**config.mk**
```make
export PLATFORM = sky130hd
export DESIGN_NAME = keyed_nvm_ctrl
export DESIGN_NICKNAME = d
export VERILOG_FILES = /design/src/rtl/keyed_nvm_pkg.sv /design/src/rtl/keyed_nvm_key_fsm.sv /design/src/rtl/keyed_nvm_timer.sv /design/src/rtl/keyed_nvm_store.sv /design/src/rtl/keyed_nvm_ctrl.sv
export SDC_FILE = /design/constraint.sdc
export NUM_CORES = 1
export LEC_CHECK = 0
export BUFFER_PORTS_ARGS = -buffer_cell sky130_fd_sc_hd__buf_2
export CORE_MARGIN = 2
export CORE_UTILIZATION = 55
export CTS_CLUSTER_SIZE = 28
export DETAILED_ROUTE_END_ITERATION = 8
export GPL_ROUTABILITY_DRIVEN = 0
export PLACE_DENSITY = 0.69
export SKIP_CTS_REPAIR_TIMING = 1
export SLEW_MARGIN = 20
export SYNTH_ARGS = -nofsm -noshare
export SYNTH_HDL_FRONTEND = slang
export SYNTH_HIERARCHICAL = 1
export SYNTH_SLANG_ARGS = --single-unit
```
**constraint.sdc**
```tcl
create_clock -name clk -period 3.05 [get_ports clk]
set_input_delay 0.1525 -clock clk [delete_from_list [all_inputs] [get_ports clk]]
set_output_delay 0.1525 -clock clk [all_outputs]
set_load 0.03 [all_outputs]
```
**src/rtl/keyed_nvm_pkg.sv**
```systemverilog
package keyed_nvm_pkg;

    typedef enum logic [1:0] {
        SEL_ADDR = 2'd0,
        SEL_DATA = 2'd1,
        SEL_CTRL = 2'd2,
        SEL_KEY  = 2'd3
    } reg_sel_e;

    typedef enum logic [1:0] {
        KEY_IDLE  = 2'd0,
        KEY_FIRST = 2'd1,
        KEY_ARMED = 2'd2
    } key_state_e;

    localparam logic [7:0] KEY_BYTE_A = 8'h55;
    localparam logic [7:0] KEY_BYTE_B = 8'hAA;

    localparam int CB_RD   = 0;
    localparam int CB_PROG = 1;
    localparam int CB_WEN  = 2;
    localparam int CB_DONE = 4;
    localparam int CB_TSEL = 7;

    typedef struct packed {
        logic tsel;
        logic keep_done;
        logic wen;
        logic prog;
        logic rd;
    } ctrl_req_t;

    function automatic ctrl_req_t decode_ctrl(input logic [7:0] b);
        ctrl_req_t r;
        r.tsel      = b[CB_TSEL];
        r.keep_done = b[CB_DONE];
        r.wen       = b[CB_WEN];
        r.prog      = b[CB_PROG];
        r.rd        = b[CB_RD];
        return r;
    endfunction

    function automatic logic [7:0] pack_status(input logic tsel, input logic done,
                                               input logic wen, input logic busy);
        logic [7:0] s;
        s = 8'h00;
        s[CB_TSEL] = tsel;
        s[CB_DONE] = done;
        s[CB_WEN]  = wen;
        s[CB_PROG] = busy;
        return s;
    endfunction

endpackage

```
**src/rtl/keyed_nvm_key_fsm.sv**
```systemverilog
module keyed_nvm_key_fsm
    import keyed_nvm_pkg::*;
(
    input  logic       clk,
    input  logic       rst,
    input  logic       access,
    input  logic       key_wr,
    input  logic [7:0] wdata,
    output logic       armed
);
    key_state_e state_q, state_d;

    always_comb begin
        state_d = state_q;
        if (access) begin
            if (key_wr && wdata == KEY_BYTE_A) begin
                state_d = KEY_FIRST;
            end else if (key_wr && wdata == KEY_BYTE_B && state_q == KEY_FIRST) begin
                state_d = KEY_ARMED;
            end else begin
                state_d = KEY_IDLE;
            end
        end
    end

    always_ff @(posedge clk) begin
        if (rst) state_q <= KEY_IDLE;
        else     state_q <= state_d;
    end

    assign armed = (state_q == KEY_ARMED);


    off_key_access_chk: assert property (@(posedge clk) disable iff (rst)
        (access && !key_wr) |=> (state_q == KEY_IDLE));


    armed_entry_chk: assert property (@(posedge clk) disable iff (rst)
        $rose(armed) |-> ($past(state_q) == KEY_FIRST && $past(key_wr)));

endmodule

```
**src/rtl/keyed_nvm_timer.sv**
```systemverilog
module keyed_nvm_timer #(
    parameter int CYCLES = 64
) (
    input  logic clk,
    input  logic rst,
    input  logic start,
    output logic busy,
    output logic finish
);
    localparam int CNT_W = (CYCLES > 1) ? $clog2(CYCLES) : 1;
    localparam logic [CNT_W-1:0] LOAD = CNT_W'(CYCLES - 1);

    logic [CNT_W-1:0] cnt_q;
    logic             busy_q;

    assign finish = busy_q && (cnt_q == '0);
    assign busy   = busy_q;

    always_ff @(posedge clk) begin
        if (rst) begin
            busy_q <= 1'b0;
            cnt_q  <= '0;
        end else if (!busy_q) begin
            if (start) begin
                busy_q <= 1'b1;
                cnt_q  <= LOAD;
            end
        end else if (finish) begin
            busy_q <= 1'b0;
        end else begin
            cnt_q <= cnt_q - 1'b1;
        end
    end


    busy_hold_chk: assert property (@(posedge clk) disable iff (rst)
        (busy && !finish) |=> busy);


    busy_release_chk: assert property (@(posedge clk) disable iff (rst)
        finish |=> !busy);


    no_restart_chk: assert property (@(posedge clk) disable iff (rst)
        (busy && !finish) |=> (cnt_q == $past(cnt_q) - 1'b1));

endmodule

```
**src/rtl/keyed_nvm_store.sv**
```systemverilog
module keyed_nvm_store #(
    parameter int ADDR_W = 6
) (
    input  logic              clk,
    input  logic              we,
    input  logic [ADDR_W-1:0] waddr,
    input  logic [7:0]        wdata,
    input  logic [ADDR_W-1:0] raddr,
    output logic [7:0]        rdata
);
    localparam int DEPTH = 1 << ADDR_W;

    logic [7:0] cells [DEPTH];

    always_ff @(posedge clk) begin
        if (we) cells[waddr] <= wdata;
    end

    assign rdata = cells[raddr];

endmodule

```
**src/rtl/keyed_nvm_ctrl.sv**
```systemverilog
module keyed_nvm_ctrl
    import keyed_nvm_pkg::*;
#(
    parameter int ADDR_W       = 6,
    parameter int WRITE_CYCLES = 64
) (
    input  logic       clk,
    input  logic       rst,
    input  logic [1:0] bus_sel,
    input  logic       bus_wr,
    input  logic       bus_rd,
    input  logic [7:0] bus_wdata,
    output logic [7:0] bus_rdata,
    output logic       done_irq
);
    logic [7:0]        addr_q, data_q;
    logic              tsel_q, wen_q, done_q;
    logic [ADDR_W-1:0] lat_addr_q;
    logic [7:0]        lat_data_q;
    logic [7:0]        cell_rdata;
    logic              busy, finish, armed;
    logic              ctrl_wr, rd_go, prog_go;
    ctrl_req_t         req;

    assign req     = decode_ctrl(bus_wdata);
    assign ctrl_wr = bus_wr && (bus_sel == SEL_CTRL);
    assign rd_go   = ctrl_wr && req.rd && !req.tsel && !busy;
    assign prog_go = ctrl_wr && req.prog && !req.tsel && wen_q && armed && !busy;

    keyed_nvm_key_fsm u_key (
        .clk   (clk),
        .rst   (rst),
        .access(bus_wr || bus_rd),
        .key_wr(bus_wr && (bus_sel == SEL_KEY)),
        .wdata (bus_wdata),
        .armed (armed)
    );

    keyed_nvm_timer #(.CYCLES(WRITE_CYCLES)) u_timer (
        .clk   (clk),
        .rst   (rst),
        .start (prog_go),
        .busy  (busy),
        .finish(finish)
    );

    keyed_nvm_store #(.ADDR_W(ADDR_W)) u_store (
        .clk  (clk),
        .we   (finish),
        .waddr(lat_addr_q),
        .wdata(lat_data_q),
        .raddr(addr_q[ADDR_W-1:0]),
        .rdata(cell_rdata)
    );

    always_ff @(posedge clk) begin
        if (rst) begin
            addr_q     <= '0;
            data_q     <= '0;
            tsel_q     <= 1'b0;
            wen_q      <= 1'b0;
            done_q     <= 1'b0;
            lat_addr_q <= '0;
            lat_data_q <= '0;
        end else begin
            if (bus_wr && bus_sel == SEL_ADDR) addr_q <= bus_wdata;
            if (rd_go) data_q <= cell_rdata;
            else if (bus_wr && bus_sel == SEL_DATA) data_q <= bus_wdata;
            if (ctrl_wr) begin
                tsel_q <= req.tsel;
                wen_q  <= req.wen;
            end
            if (finish) done_q <= 1'b1;
            else if (ctrl_wr && !req.keep_done) done_q <= 1'b0;
            if (prog_go) begin
                lat_addr_q <= addr_q[ADDR_W-1:0];
                lat_data_q <= data_q;
            end
        end
    end

    always_comb begin
        unique case (reg_sel_e'(bus_sel))
            SEL_ADDR: bus_rdata = addr_q;
            SEL_DATA: bus_rdata = data_q;
            SEL_CTRL: bus_rdata = pack_status(tsel_q, done_q, wen_q, busy);
            SEL_KEY:  bus_rdata = 8'h00;
            default:  bus_rdata = 8'h00;
        endcase
    end

    assign done_irq = done_q;


    prog_gate_chk: assert property (@(posedge clk) disable iff (rst)
        $rose(busy) |-> ($past(wen_q) && $past(armed) && $past(ctrl_wr)));


    wen_owner_chk: assert property (@(posedge clk) disable iff (rst)
        !ctrl_wr |=> $stable(wen_q));


    done_sticky_chk: assert property (@(posedge clk) disable iff (rst)
        (done_q && !(ctrl_wr && !bus_wdata[CB_DONE])) |=> done_q);


    done_source_chk: assert property (@(posedge clk) disable iff (rst)
        $rose(done_q) |-> $past(finish));


    latch_hold_chk: assert property (@(posedge clk) disable iff (rst)
        busy |=> ($stable(lat_addr_q) && $stable(lat_data_q)));


    key_reads_zero_chk: assert property (@(posedge clk) disable iff (rst)
        (bus_sel == SEL_KEY) |-> (bus_rdata == 8'h00));

endmodule

```
Word-level counts from Yosys, hierarchy flattened:

Memories as Yosys holds them, arrays and structs flattened. A register that Yosys moved wholly into a read port is not among the register bits.
Cells that the tools add are included.

* register bits: 42
* memories kept: 1
* memory bits (writable): 512
* output and inout port bits: 9
* word-level logic and storage cells: 64

Memories
* u_store.cells: depth 64, bits a word 8, read ports 1, clocked after memory_dff 1, wr ports 1, line keyed_nvm_store.sv:13 `logic [7:0] cells [DEPTH];`

* equality and inequality tests: 8
* multiplexer cells: 17
* reductions and logical operators: 27
* add/subtract/negate cells: 1

Operator list (number)
* $pmux 8 s4: 1
* $mux 6: 5
* $logic_and 1x1->1: 17
* $mux 8: 2
* $eq 8x7->1 const B: 1
* $eq 8x8->1 const B: 1
* $mux 1: 7
* $eq 2x2->1 const B: 3
* $logic_not 6->1: 1
* $reduce_bool 2->1: 3
* $sub 6x1->6 const B: 1
* $eq 2x1->1 const B: 2
* $mux 2: 2
* $logic_not 1->1: 3
* $logic_not 2->1: 1
* $ne 2x2->1 const B: 1
* $reduce_and 2->1: 1
* $logic_or 1x1->1: 1

Longest topological paths before layout:

* depth after elaboration: 9
* mapped depth: 11

By module:

The synthesis kept the hierarchy.

Modules (own cells, without submodules)
* keyed_nvm_store: instances 1, seq. area each 15374.7 um^2, area an instance 20006.7 um^2, cells each 932
* keyed_nvm_ctrl: instances 1, seq. area each 660.6 um^2, area an instance 1576.5 um^2, cells each 184
* keyed_nvm_timer: instances 1, seq. area each 140.1 um^2, area an instance 370.4 um^2, cells each 43
* keyed_nvm_key_fsm: instances 1, seq. area each 40.0 um^2, area an instance 136.4 um^2, cells each 14

Worst setup path before layout:

OpenSTA, ideal clock, no wires.

* path kind: register to register
* from: register u_timer.cnt_q[0]
* to: memory u_store.cells[62][0] (enable)
* slack: 0.644 ns
* library setup time: 0.370 ns
* clock period less this slack: 2.406 ns
* stages on the path, launching flop included: 8
* data required time: 2.680 ns
* arrival: 2.035 ns
* cells stage by stage: dfxtp_1 > inv_1 > ha_1 > nor2b_1 > and3_1 > nor2b_1 > nand3_1 > nor2_1

* longest elaborated chain between the ends: 4

Ends and longest elaborated chain
* from (decl): line keyed_nvm_timer.sv:13 `logic [CNT_W-1:0] cnt_q;`
* from (signal assigned): line keyed_nvm_timer.sv:31 `cnt_q <= cnt_q - 1'b1;`
* $logic_not 6->1: line keyed_nvm_timer.sv:16 `assign finish = busy_q && (cnt_q == '0);`
* $logic_and 1x1->1: line keyed_nvm_timer.sv:16
* net finish: line keyed_nvm_ctrl.sv:21 `logic busy, finish, armed;`
* $mux 1: line keyed_nvm_store.sv:16 `if (we) cells[waddr] <= wdata;`
* $mux 1 (not written as such): line keyed_nvm_store.sv:16
* to (decl): line keyed_nvm_store.sv:13

The timed path passes the listed nets, and every way through them passes these cells.

==> results.md <==
* Status: finished clean
* Number of flops mapped to enable cells by yosys at 512
* Final WS setup at 0.220 ns
* ANT nets after route at 0
* Ys async rst share at 0%
* Ports at 23
* Worst R2R End: data_q[6]$_SDFFE_PP0P_
* Fillers at 2710
* DR vias at 12000
* Worst hold start: bus_wr
* Power Density at 597 mW/mm^2
* First-pass GRT wire length at 77200 um
* Die Ht at 204 um
* # H-tree levels at 2
* Maximum VDD drop at 0.453 mV
* Share of post-route cells with drive strength above 1 at 28.6%
* DP HPWL at 32100 um
* Int Power at 12.2 mW
* Die area at 0.0418 mm^2
* Area contributors post-synth: edfxtp_1 (70%), mux4_2 (13%), dfxtp_1 (3.8%)
* Max_cap viols at 0
* WP data arrival at 3.26 ns
* Initial antenna violation count at 0
* Synth Register Bits at 554
* CP required at 3.48 ns
* NetSw at 2.95 mW
* Crit path capture type: flop
* Clock Skews at 0.0145 ns
* Netlist cell types at 63
* First-pass iteration count of the detailed router at 6
* Synth top area share at 69.6%
* Worst Hold Class: in -> reg
* RSZ-0062 raised after global routing: false
* Gr usage total at 25.5%
* Root Buffer: clkbuf_16
* Core area at 0.0397 mm^2
* Die X at 204 um
* Mean Syn Cell Area at 18.8 um^2
* Comb pwr share at 2.0%
* Final Cycle Share at 92.8%
* CP startpoint kind: flop
* Nets at 1331
* CTS Buf Count at 55
* Worst r2r path cells at 9
* Final WL at 51200 um
* Vias in the first global route at 11900
* Final setup fails at 0
* Iteration-0 DRC Markers at 1400
* Placed cell area at 0.0235 mm^2
* Crit. path cell count at 9
* P&R area growth vs syn at 14.9%
* Hold path depth at 4
* LEAKAGE at 6.56 nW
* Bufs on Longest Clock Path at 3
* DR WL/cell at 27.2 um
* TritonCTS clock tree: built
* DRC viols at 0
* Clock-pin slew on the worst setup and hold paths at 0.06 ns
* Most frequent cells after synthesis: edfxtp_1 (512), mux4_2 (126), nor2_1 (101)
* Syn Inst Count at 1173
* Relative slew slack at 29.4%
* RR Startpoint: addr_q[0]$_SDFFE_PP0P_
* Post-layout min period at 2.83 ns
* IO buf count at 22
* Vias per inst at 6.34
* CTS sink count at 554
* Design Area, Final at 0.0254 mm^2
* Endpoint of the worst hold path: tsel_q$_SDFFE_PP0N_
* WS Path Type: reg -> reg
* Synth Cell Area at 0.0221 mm^2
* Synth area leader: edfxtp_1
* Count leader, synth: edfxtp_1
* Row count at 73
* Largest net degree at the start of global routing at 66
* Post-synth top flop: edfxtp_1
* Syn_nets at 1189
* Synth warnings at 6
* Total gr overflow at 0
* Diodes inserted at 0
* Worst R2R Setup Slack at 0.22 ns
* Setup WS pre-CTS at 0.296 ns
* Final Hold Fails at 0
* Crit-path leading delay family: simple AND/OR/NAND/NOR gates
* WP buf/inv at 2
* Worst Tran Pin Value at 1.06 ns
* Largest fanout on the critical path at 19
* Sequential power share at 54.1%
* Post-synthesis sequential area ratio at 73.4%
* Slowest-stage cell, CP: nor3_1
* Worst skew pair latency at 0.59 ns
* CP Cell Sequence: buf_12, buf_12, mux4_2, nor2_1, nor2_1, nor3_1, o32ai_1, nor3_1, a311oi_1
* Sw frac at 19.5%
* Starting Density at 55.6%
* Clock power frac at 43.9%
* Max-slew violations at 0
* Fmax achieved at 0.353 GHz
* Slowest cell delay on critical path at 0.53 ns
* Total negative slack at 0 ns
## layer usage
metal | share of wire (%) | GRT usage [%]
met1 | 40 | 36.9
met2 | 48 | 39.9
met5 | 0 | 0
met3 | 8.8 | 4.46
met4 | 2.8 | 8.18
## worst min-delay path, stage by stage
cell	delay (ns)
buf_2	0.17
nand3b_1	0.17
mux2i_1	0.09
nor2_1	0.08
## logic make-up (layout without fill, tap and decap cells)
family	after synthesis	count (layout)	share of synthesized area, %
buf+inv	74	260	1.97
flops	554	554	73.4
fa+ha+maj	2	2	0.113
compound gates	115	115	3.56
simple gates	248	248	5.58
mux	180	180	15.4
## power by group through the flow
stage | clock (mW) | combinational [mW] | sequential, mW
finish | 6.66 | 0.300 | 8.19
global route | 7.06 | 0.317 | 8.19
CTS | 6.77 | 0.290 | 8.20
detailed placement | 0 | 0.288 | 8.36
global placement | 0 | 0.285 | 8.36
floorplan | 0 | 0.206 | 8.35
## worst max path at each step
stage	startpoint	end	slack, ns
after floorplan	u_timer/cnt_q[0]$_SDFFE_PP0P_	u_store/cells[62][0]$_DFFE_PP_	0.64
after global placement	u_timer/cnt_q[0]$_SDFFE_PP0P_	u_store/cells[13][1]$_DFFE_PP_	0.28
after detailed placement	u_timer/cnt_q[0]$_SDFFE_PP0P_	u_store/cells[13][1]$_DFFE_PP_	0.30
after CTS	addr_q[0]$_SDFFE_PP0P_	data_q[3]$_SDFFE_PP0P_	0.28
after global routing	u_timer/cnt_q[0]$_SDFFE_PP0P_	u_store/cells[13][0]$_DFFE_PP_	0.06
final	addr_q[0]$_SDFFE_PP0P_	data_q[6]$_SDFFE_PP0P_	0.22
## sequential cells by signal, indices dropped and copies added (netlist names)
register,flops
addr_q,8
data_q,8
done_irq,1
lat_addr_q,6
lat_data_q,8
tsel_q,1
u_key/state_q,2
u_store/cells,512
u_timer/busy,1
u_timer/cnt_q,6
wen_q,1
## final cells by class
cell class                      instances  area, um^2  share of cell area, %
Clock buffer                           76        1560                   6.14
Tap cell                              525         657                   2.59
Multi-Input combinational cell        545        5440                   21.4
Sequential cell                       554       16200                   64.0
Inverter                                4        15.0                 0.0591
Clock inverter                         25         231                  0.912
Timing Repair Buffer                  155        1250                   4.91
## metrics by stage
stage	power [mW]	std cells	utilization [%]	hold WS [ns]
finish	15.2	1884	63.9	0.110
detailed placement	8.65	1773	59.1	0.476
global placement	8.64	1773	59.1	0.466
CTS	15.3	1874	63.6	-0.151
floorplan	8.55	1173	-	0.222
global route	15.6	1884	63.9	0.118
## placed cells by master (no fill, tap or decap), drive strengths merged, types with 9 or more instances in the layout
master / netlist / routed
mux2i: 41 / 41
nand2: 39 / 39
clkinv: 0 / 19
clkbuf: 25 / 76
nand3: 28 / 28
nor3: 14 / 14
dfxtp: 42 / 42
dlygate4sd3: 0 / 10
mux2: 13 / 13
edfxtp: 512 / 512
mux4: 126 / 126
a21oi: 26 / 26
nor2: 101 / 101
nor2b: 19 / 19
o21ai: 25 / 25
buf: 45 / 145
o22ai: 9 / 9
nand2b: 11 / 11
No activity file was read; power rests on OpenSTA's default activity.
